===== src/rtl/simd_pkg.sv =====
`timescale 1ns/1ps
package simd_pkg;

    localparam int WORD_W   = 32;
    localparam int BYTE_W   = 8;
    localparam int HALF_W   = 16;
    localparam int N_BYTES  = WORD_W / BYTE_W;
    localparam int N_HALVES = WORD_W / HALF_W;
    localparam int BPH      = HALF_W / BYTE_W;   // bytes per halfword
    localparam int OP_W     = 5;

    // Code order matters: decode_op slices the code arithmetically.
    typedef enum logic [OP_W-1:0] {
        OP_ADD8   = 5'd0,  OP_SUB8   = 5'd1,  OP_UADD8  = 5'd2,  OP_USUB8  = 5'd3,
        OP_QADD8  = 5'd4,  OP_QSUB8  = 5'd5,  OP_HADD8  = 5'd6,  OP_HSUB8  = 5'd7,
        OP_ADD16  = 5'd8,  OP_SUB16  = 5'd9,  OP_UADD16 = 5'd10, OP_USUB16 = 5'd11,
        OP_QADD16 = 5'd12, OP_QSUB16 = 5'd13, OP_HADD16 = 5'd14, OP_HSUB16 = 5'd15,
        OP_XADS   = 5'd16, OP_XSAD   = 5'd17, OP_QXADS  = 5'd18, OP_QXSAD  = 5'd19,
        OP_PICK   = 5'd20
    } simd_op_e;

    typedef enum logic [1:0] {
        K_WRAP = 2'd0,
        K_SAT  = 2'd1,
        K_HALF = 2'd2
    } lane_kind_e;

    typedef struct packed {
        logic       legal;
        logic       wide;     // 16-bit lanes
        logic       sgn;
        logic       sub_lo;   // subtract in lane 0 (all lanes in 8-bit mode)
        logic       sub_hi;   // subtract in upper halfword
        logic       swap;     // exchange halves of B
        lane_kind_e kind;
        logic       ge_wr;
        logic       sel;
    } op_ctrl_t;

    function automatic op_ctrl_t decode_op(input logic [OP_W-1:0] op);
        op_ctrl_t c;
        c      = '0;
        c.kind = K_WRAP;
        if (op < 5'd16) begin
            c.legal  = 1'b1;
            c.wide   = op[3];
            c.sub_lo = op[0];
            c.sub_hi = op[0];
            case (op[2:1])
                2'b00:   begin c.sgn = 1'b1; c.kind = K_WRAP; c.ge_wr = 1'b1; end
                2'b01:   begin c.sgn = 1'b0; c.kind = K_WRAP; c.ge_wr = 1'b1; end
                2'b10:   begin c.sgn = 1'b1; c.kind = K_SAT;  end
                default: begin c.sgn = 1'b1; c.kind = K_HALF; end
            endcase
        end else if (op < 5'd20) begin
            c.legal  = 1'b1;
            c.wide   = 1'b1;
            c.swap   = 1'b1;
            c.sgn    = 1'b1;
            c.kind   = op[1] ? K_SAT : K_WRAP;
            c.ge_wr  = ~op[1];
            c.sub_lo = ~op[0];
            c.sub_hi = op[0];
        end else if (op == 5'd20) begin
            c.legal = 1'b1;
            c.sel   = 1'b1;
        end
        return c;
    endfunction

endpackage


===== src/rtl/simd_lane.sv =====
`timescale 1ns/1ps
module simd_lane
    import simd_pkg::*;
#(
    parameter int W = 8
) (
    input  logic [W-1:0] a,
    input  logic [W-1:0] b,
    input  logic         sub,
    input  logic         sgn,
    input  lane_kind_e   kind,
    output logic [W-1:0] res,
    output logic         ge,
    output logic         clip
);
    localparam int XW = W + 2;
    localparam logic signed [XW-1:0] SMAX = {3'b000, {(W-1){1'b1}}};
    localparam logic signed [XW-1:0] SMIN = {3'b111, {(W-1){1'b0}}};

    logic signed [XW-1:0] ax, bx, full;
    logic                 over, under;

    always_comb begin
        ax    = sgn ? {{2{a[W-1]}}, a} : {2'b00, a};
        bx    = sgn ? {{2{b[W-1]}}, b} : {2'b00, b};
        full  = sub ? (ax - bx) : (ax + bx);
        over  = full > SMAX;
        under = full < SMIN;
        case (kind)
            K_SAT:   res = over ? SMAX[W-1:0] : (under ? SMIN[W-1:0] : full[W-1:0]);
            K_HALF:  res = full[W:1];
            default: res = full[W-1:0];
        endcase
        // signed or subtract: non-negative full result; unsigned add: carry
        ge   = (sgn || sub) ? ~full[XW-1] : full[W];
        clip = (kind == K_SAT) && (over || under);
    end
endmodule


===== src/rtl/simd_byte_pick.sv =====
`timescale 1ns/1ps
module simd_byte_pick #(
    parameter int N = 4,
    parameter int W = 8
) (
    input  logic [N*W-1:0] a,
    input  logic [N*W-1:0] b,
    input  logic [N-1:0]   flags,
    output logic [N*W-1:0] y
);
    for (genvar i = 0; i < N; i++) begin : g_byte
        assign y[i*W +: W] = flags[i] ? a[i*W +: W] : b[i*W +: W];
    end
endmodule


===== src/rtl/simd_addsub_unit.sv =====
`timescale 1ns/1ps
module simd_addsub_unit
    import simd_pkg::*;
(
    input  logic              clk,
    input  logic              rst,
    input  logic              in_valid,
    input  logic [OP_W-1:0]   in_op,
    input  logic [WORD_W-1:0] in_a,
    input  logic [WORD_W-1:0] in_b,
    output logic [WORD_W-1:0] out_result,
    output logic [N_BYTES-1:0] out_ge,
    output logic              out_sat
);
    op_ctrl_t ctl;
    assign ctl = decode_op(in_op);

    logic [N_BYTES-1:0][BYTE_W-1:0]  r8;
    logic [N_BYTES-1:0]              ge8, clip8;
    logic [N_HALVES-1:0][HALF_W-1:0] r16;
    logic [N_HALVES-1:0]             ge16, clip16;
    logic [N_BYTES-1:0]              ge16x;
    logic [WORD_W-1:0]               pick_y;

    // byte lanes
    for (genvar i = 0; i < N_BYTES; i++) begin : g_b8
        simd_lane #(.W(BYTE_W)) u_lane (
            .a    (in_a[i*BYTE_W +: BYTE_W]),
            .b    (in_b[i*BYTE_W +: BYTE_W]),
            .sub  (ctl.sub_lo),
            .sgn  (ctl.sgn),
            .kind (ctl.kind),
            .res  (r8[i]),
            .ge   (ge8[i]),
            .clip (clip8[i])
        );
    end

    // halfword lanes, B halves optionally exchanged
    for (genvar j = 0; j < N_HALVES; j++) begin : g_h16
        localparam int JX = N_HALVES - 1 - j;
        logic [HALF_W-1:0] bsel;
        assign bsel = ctl.swap ? in_b[JX*HALF_W +: HALF_W] : in_b[j*HALF_W +: HALF_W];
        simd_lane #(.W(HALF_W)) u_lane (
            .a    (in_a[j*HALF_W +: HALF_W]),
            .b    (bsel),
            .sub  ((j == 0) ? ctl.sub_lo : ctl.sub_hi),
            .sgn  (ctl.sgn),
            .kind (ctl.kind),
            .res  (r16[j]),
            .ge   (ge16[j]),
            .clip (clip16[j])
        );
    end

    for (genvar k = 0; k < N_BYTES; k++) begin : g_gex
        assign ge16x[k] = ge16[k / BPH];
    end

    simd_byte_pick #(.N(N_BYTES), .W(BYTE_W)) u_pick (
        .a     (in_a),
        .b     (in_b),
        .flags (out_ge),
        .y     (pick_y)
    );

    logic [WORD_W-1:0]  nxt_res;
    logic [N_BYTES-1:0] nxt_ge;
    logic               any_clip;

    always_comb begin
        if (ctl.sel)       nxt_res = pick_y;
        else if (ctl.wide) nxt_res = r16;
        else               nxt_res = r8;
        nxt_ge   = ctl.wide ? ge16x : ge8;
        any_clip = ctl.wide ? (|clip16) : (|clip8);
    end

    always_ff @(posedge clk) begin
        if (rst) begin
            out_result <= '0;
            out_ge     <= '0;
            out_sat    <= 1'b0;
        end else begin
            out_sat <= 1'b0;
            if (in_valid && ctl.legal) begin
                out_result <= nxt_res;
                if (ctl.ge_wr) out_ge <= nxt_ge;
                out_sat <= (ctl.kind == K_SAT) && !ctl.sel && any_clip;
            end
        end
    end

    // ---------------- assertions ----------------
    p_ge_hold_r10: assert property (@(posedge clk) disable iff (rst)
        (in_valid && ctl.legal && !ctl.ge_wr) |=> $stable(out_ge));

    p_ge_pair_r9: assert property (@(posedge clk) disable iff (rst)
        (in_valid && ctl.legal && ctl.wide && ctl.ge_wr)
        |=> (out_ge[1] == out_ge[0]) && (out_ge[3] == out_ge[2]));

    p_sat_src_r12: assert property (@(posedge clk) disable iff (rst)
        out_sat |-> ($past(in_valid) && ($past(ctl.kind) == K_SAT)));

    p_idle_hold_r13: assert property (@(posedge clk) disable iff (rst)
        !(in_valid && ctl.legal) |=> ($stable(out_result) && $stable(out_ge) && !out_sat));

    for (genvar k = 0; k < N_BYTES; k++) begin : g_chk_pick
        p_pick_byte_r11: assert property (@(posedge clk) disable iff (rst)
            (in_valid && ctl.sel) |=>
            (out_result[k*BYTE_W +: BYTE_W] ==
             ($past(out_ge[k]) ? $past(in_a[k*BYTE_W +: BYTE_W])
                               : $past(in_b[k*BYTE_W +: BYTE_W]))));
    end
endmodule


===== config.mk =====
export PLATFORM = sky130hd
export DESIGN_NAME = simd_addsub_unit
export DESIGN_NICKNAME = d
export VERILOG_FILES = /design/src/rtl/simd_pkg.sv /design/src/rtl/simd_lane.sv /design/src/rtl/simd_byte_pick.sv /design/src/rtl/simd_addsub_unit.sv
export SDC_FILE = /design/constraint.sdc
export NUM_CORES = 1
export LEC_CHECK = 0
export BUFFER_PORTS_ARGS = -buffer_cell sky130_fd_sc_hd__buf_2
export CAP_MARGIN = 20
export CORE_ASPECT_RATIO = 1.5
export CORE_UTILIZATION = 55
export DETAILED_ROUTE_END_ITERATION = 8
export GPL_ROUTABILITY_DRIVEN = 1
export PLACE_DENSITY = 0.87
export RECOVER_POWER = 50
export SETUP_SLACK_MARGIN = 0.3
export SLEW_MARGIN = 5
export SYNTH_ARGS = -nofsm -noshare
export SYNTH_HDL_FRONTEND = slang
export SYNTH_SLANG_ARGS = --single-unit
export TNS_END_PERCENT = 100

===== constraint.sdc =====
create_clock -name clk -period 7.89 [get_ports clk]
set_clock_uncertainty 0.1 [all_clocks]
set_input_delay 0.789 -clock clk [delete_from_list [all_inputs] [get_ports clk]]
set_output_delay 0.789 -clock clk [all_outputs]
set_load 0.005 [all_outputs]

**After elaboration in Yosys (flattened, before gate mapping)**

Cells that the tools add are included.

- $add $sub $neg: 12
- Magnitude comparators: 14
- Equality and inequality tests: 5
- Muxes and demuxes: 64
- Bitwise gates (word level): 9
- Reduce and logical (&&, ||, !) cells: 24

Operator list:

| operator | number |
|---|---|
| $mux 10 | 12 |
| $mux 18 | 6 |
| $mux 8 | 13 |
| $mux 16 | 6 |
| $mux 32 | 2 |
| $pmux 16 s2 | 2 |
| $pmux 8 s2 | 4 |
| $add 10x10->10 | 4 |
| $gt 10x8->1 const B | 4 |
| $lt 10x8->1 const B | 4 |
| $sub 10x10->10 | 4 |
| $add 18x18->18 | 2 |
| $gt 18x16->1 const B | 2 |
| $lt 18x16->1 const B | 2 |
| $sub 18x18->18 | 2 |
| $mux 1 | 15 |
| $lt 5x5->1 const B | 2 |
| $logic_and 1x1->1 | 9 |
| $not 1->1 | 9 |
| $logic_or 1x1->1 | 8 |
| $reduce_or 2->1 | 3 |
| $eq 5x5->1 const B | 1 |
| $mux 5 | 1 |
| $eq 2x1->1 const B | 2 |
| 8 further kinds | 9 |

- Register bits: 37
- Input port bits: 72
- Output and inout bits: 37
- Logic and storage cells: 131

**Depth between registers and ports, before layout**

- Depth in word-level cells: 13
- Mapped depth: 29
- Mapped depth without buffers: 22

**Hierarchy**

From an unflattened synthesis, not the netlist that was laid out.

- Cell total of the unflattened synthesis: 1407
- Area, all modules: 10799.1 um^2

Modules (own cells, without submodules):

| module | times used | cells each | area each (um^2) | seq. area each (um^2) |
|---|---|---|---|---|
| simd_addsub_unit | 1 | 410 | 3074.2 | 740.7 |
| simd_lane at g_b8[0].u_lane ... | 3 | 121 | 903.4 | 0.0 |
| simd_lane at g_h16[1].u_lane | 1 | 239 | 1801.7 | 0.0 |
| simd_lane at g_h16[0].u_lane | 1 | 230 | 1759.2 | 0.0 |
| simd_lane at g_b8[1].u_lane | 1 | 129 | 928.4 | 0.0 |
| simd_byte_pick | 1 | 36 | 525.5 | 0.0 |

**Least setup slack after synthesis**

Ideal clock, no wire load.

- Path kind: input -> register
- Start point: input port in_op[2]
- End point: register out_result[30]
- Library setup time: 0.122 ns
- Arrival: 5.865 ns
- Data required time: 7.668 ns
- Slack: 1.803 ns
- Cell stages on the path: 25
- Buffers on the path: 5
- Path through: buf_2 -> nor3b_2 -> buf_2 -> buf_1 -> clkbuf_1 -> nor2_1 -> a21o_1 -> inv_1 -> ha_1 -> a21boi_0 -> and2_1 -> o21ai_0 -> nand2_1 -> xnor2_1 -> ha_1 -> and3_1 -> a31o_2 -> a31o_2 -> o31ai_1 -> xor2_1 -> o21ai_2 -> a21o_1 -> buf_6 -> a221o_1 -> a221o_1

- Word-level cells in the longest chain between the ends: 13
- Elaborated cells between the ends (all ways): 43
- Classes of those cells: add/sub (4); order compare (6); eq/ne (5); mux (25); reduce/logical (3)

Ends and longest elaborated chain:

| item | RTL line | text |
|---|---|---|
| from (decl) | simd_addsub_unit.sv:8 | `input logic [OP_W-1:0] in_op,` |
| $lt 5x5->1 | simd_pkg.sv:55 | `end else if (op < 5'd20) begin` |
| $mux 8 | simd_pkg.sv:55 |  |
| $mux 1 | simd_pkg.sv:44 | `if (op < 5'd16) begin` |
| $mux 16 | simd_addsub_unit.sv:43 | `assign bsel = ctl.swap ? in_b[JX*HALF_W +: HALF_W] : in_b[j*HALF_W +: HALF_W];` |
| $mux 18 | simd_lane.sv:25 | `bx = sgn ? {{2{b[W-1]}}, b} : {2'b00, b};` |
| $add 18x18->18 / $sub 18x18->18 (equally long branches) | simd_lane.sv:26 | `full = sub ? (ax - bx) : (ax + bx);` |
| $mux 18 | simd_lane.sv:26 |  |
| $lt 18x16->1 | simd_lane.sv:28 | `under = full < SMIN;` |
| $mux 16 (2 in series) | simd_lane.sv:30 | `K_SAT: res = over ? SMAX[W-1:0] : (under ? SMIN[W-1:0] : full[W-1:0]);` |
| $pmux 16 s2 | simd_lane.sv:29 | `case (kind)` |
| $mux 32 | simd_addsub_unit.sv:73 | `else if (ctl.wide) nxt_res = r16;` |
| $mux 32 | simd_addsub_unit.sv:72 | `if (ctl.sel) nxt_res = pick_y;` |
| to (signal assigned) | simd_addsub_unit.sv:87 | `out_result <= nxt_res;` |
| to (decl) | simd_addsub_unit.sv:11 | `output logic [WORD_W-1:0] out_result,` |

Parallel ways exist; a longest one is shown, timed or not.
A chain may end at the register's enable or synchronous reset.

**Worst setup path in the final report**

- Start point: input port in_op[4]
- End point: register out_result[27]

The elaborated chain is that of the path after synthesis.

==> out/summary.txt <==
status: complete, no violations
CTS sink cnt: 37
commonest non-fill, non-tap cell in the layout: nor2_1
I/O pins: 109
htree depth: 2
CP arrival: 6360 ps
switch share: 53.26%
Leak: 4.368 nW
Resize count post-CTS: 0
gpl congestion: 1.049
Bufs on Longest Clock Path: 2
die height: 165.1 um
area of the multi-input gates: 8433 um^2
TritonCTS Buffers: 5
Startpoint Class: primary input
Tmin final: 6252 ps
Final Hold Fails: 0
Post-synth EDFFs: 0
fillers: 1743
ys async rst share: 0%
Final Cell Area: 10460 um^2
final WL: 41580 um
worst skew pair latency: 310 ps
WP data required: 8000 ps
cells after synthesis: 1421
number of hold buffers added after cts: 0
Comb pwr share: 72.5%
Die Footprint: 18290 um^2
DP Area: 10310 um^2
Worst slew margin: 34.85%
CTS root buf: clkbuf_16
Seq/Total Area, Yosys: 7.590%
DRC: 0
Die Wd: 110.8 um
drt first pass iters: 7
clock power share: 14.5%
power per standard cell area: 170.0 nW/um^2
initial core utilization: 56.26%
total track usage: 43.86%
ant diodes: 0
initial antenna violation count: 0
grt total ovfl: 0
most frequent cells in the layout: nor2_1, nand2_1, a21oi_1
Site Rows: 59
DR iter-0 viols: 1797
WS Path Type: in -> reg
core box area: 17350 um^2
Slew Viols, Final: 0
TritonCTS clock tree: yes
Main synth FF type: dfxtp_1
post-route ant nets: 0
vias per cell: 7.204
Mapped Avg Cell Area: 6.868 um^2
DPL Wire Length: 32480 um
NetSw: 0.9468 mW
syn_nets: 1577
largest net degree at the start of global routing: 65
final setup vio count: 0
Max-Cap Viols: 0
Port Buf Inserts: 108
Flop pwr share: 13.0%
Syn-to-layout area delta: 7.154%
setup_tns: 0 ps
Clock transition at path regs: 70 ps
via count: 12030
Crit. End Element: flip-flop
Yosys cell types: 86
#FFs+latches synth: 37
vias in the first global route: 10770
Post-layout nets: 1612
final period utilization: 79.24%
global-route wire length before repair: 62020 um
mapped cell area: 9759 um^2
RSZ-0062 raised after global routing: no
Setup Fix Bufs, Post-CTS: 0
worst hold path class: reg -> reg
synth warn: 0
fraction of layout cells with a size suffix above 1: 11.05%
IR Drop Worst-Case VDD: 194.7 uV
worst-path fanout max: 24
worst slew pin tran: 977.3 ps
DR WL/cell: 24.90 um
fmax: 159.9 MHz
Sequential Area: 740.7 um^2
P_int: 0.8309 mW
-- per-layer routing --
| metal | wire (um) | track usage [%] | part of all wire (%) |
|---|---|---|---|
| met1 | 15330 | 53.51 | 37 |
| met2 | 18580 | 71.43 | 45 |
| met3 | 4636 | 7.226 | 11 |
| met4 | 3034 | 28.85 | 7.3 |
| met5 | 0 | 0 | 0 |
-- power groups by stage --
stage | registers (mW) | clock network (mW) | logic (mW)
5_1_grt | 0.232 | 0.263 | 1.37
3_3_place_gp | 0.233 | 0 | 1.22
4_1_cts | 0.229 | 0.252 | 1.23
2_1_floorplan | 0.227 | 0 | 0.877
3_5_place_dp | 0.233 | 0 | 1.23
6_report | 0.231 | 0.258 | 1.29
-- area by class of cell --
cell class | count | area share, %
Clock buffer | 6 | 1.328
Clock inverter | 2 | 0.3589
Inverter | 54 | 1.938
Multi-Input combinational cell | 1234 | 80.64
Sequential cell | 37 | 7.083
Tap cell | 213 | 2.548
Timing Repair Buffer | 124 | 6.102
-- registers in the layout, indices dropped and copies added, names as in the netlist --
signal / flops
out_ge: 4
out_result: 32
out_sat: 1
-- worst max-delay path, stage by stage --
cell	delay, ps
buf_2	210
or3b_1	750
a21oi_1	350
ha_1	210
a21boi_0	240
and2_1	180
o21ai_0	110
nand2_1	110
xnor2_1	160
ha_1	330
and3_1	220
a31o_2	250
a31o_2	250
o31ai_1	520
xor2_1	480
a21oi_1	360
a21o_1	290
a221o_1	270
a32o_1	250
-- logic make-up after synthesis --
kind of cell | Yosys count | synth area share, %
and+or+nand+nor | 488 | 23.95
adders and majority gates | 84 | 11.23
buffers and inverters | 150 | 6.205
DFF | 37 | 7.590
muxes | 61 | 6.744
xor gates and xnor gates | 100 | 9.321
AOI/OAI and AO/OA | 501 | 34.96
-- path summary, 6_finish.rpt --
path / from / endpoint / slack (ps) / cells past startpoint
min reg2reg: out_result[9] / out_result[9] / 390 / 1
min: out_result[9] / out_result[9] / 390 / 1
max reg2reg: out_ge[0] / out_result[1] / 5650 / 7
max: in_op[4] / out_result[27] / 1640 / 19
-- Yosys cell counts, types with 10 or more instances --
library cell	n	share of area (%)
nor2_1	152	5.8
nand2_1	140	5.4
a21oi_1	133	6.8
o21ai_0	93	4.8
ha_1	78	10
clkbuf_1	72	2.8
xnor2_1	65	5.8
inv_1	53	2.0
mux2i_1	50	5.1
dfxtp_1	37	7.6
nor3_1	32	1.6
xor2_1	32	2.9
a21o_1	27	2.1
o21a_1	27	2.1
nand2b_1	25	1.6
a221oi_1	21	1.9
nand3_1	21	1.1
a211oi_1	20	1.5
nor2b_1	19	1.2
or3_1	19	1.2
and2_1	16	1.0
a311oi_1	15	1.3
o211ai_1	15	1.2
a221o_1	13	1.3
buf_1	12	0.46
o31a_1	12	1.1
a22oi_1	11	0.85
nor4_1	11	0.71
o31ai_1	10	0.77
or2_2	10	0.64
-- metrics by stage --
stage                     hold slack (ps)  worst slack, ps  utilization [%]  total power [mW]  cells
final                               386.7             1638            60.28             1.778   1670
after global routing                408.2             1190            60.28             1.862   1670
after CTS                           381.1             1751            60.43             1.717   1670
after detailed placement            366.2             1458            59.42             1.460   1662
after global placement              363.5             1544            59.35             1.454   1661
after floorplan                     348.3             1803                -             1.103   1421
Note: power is estimated with default switching activity, not from simulation.
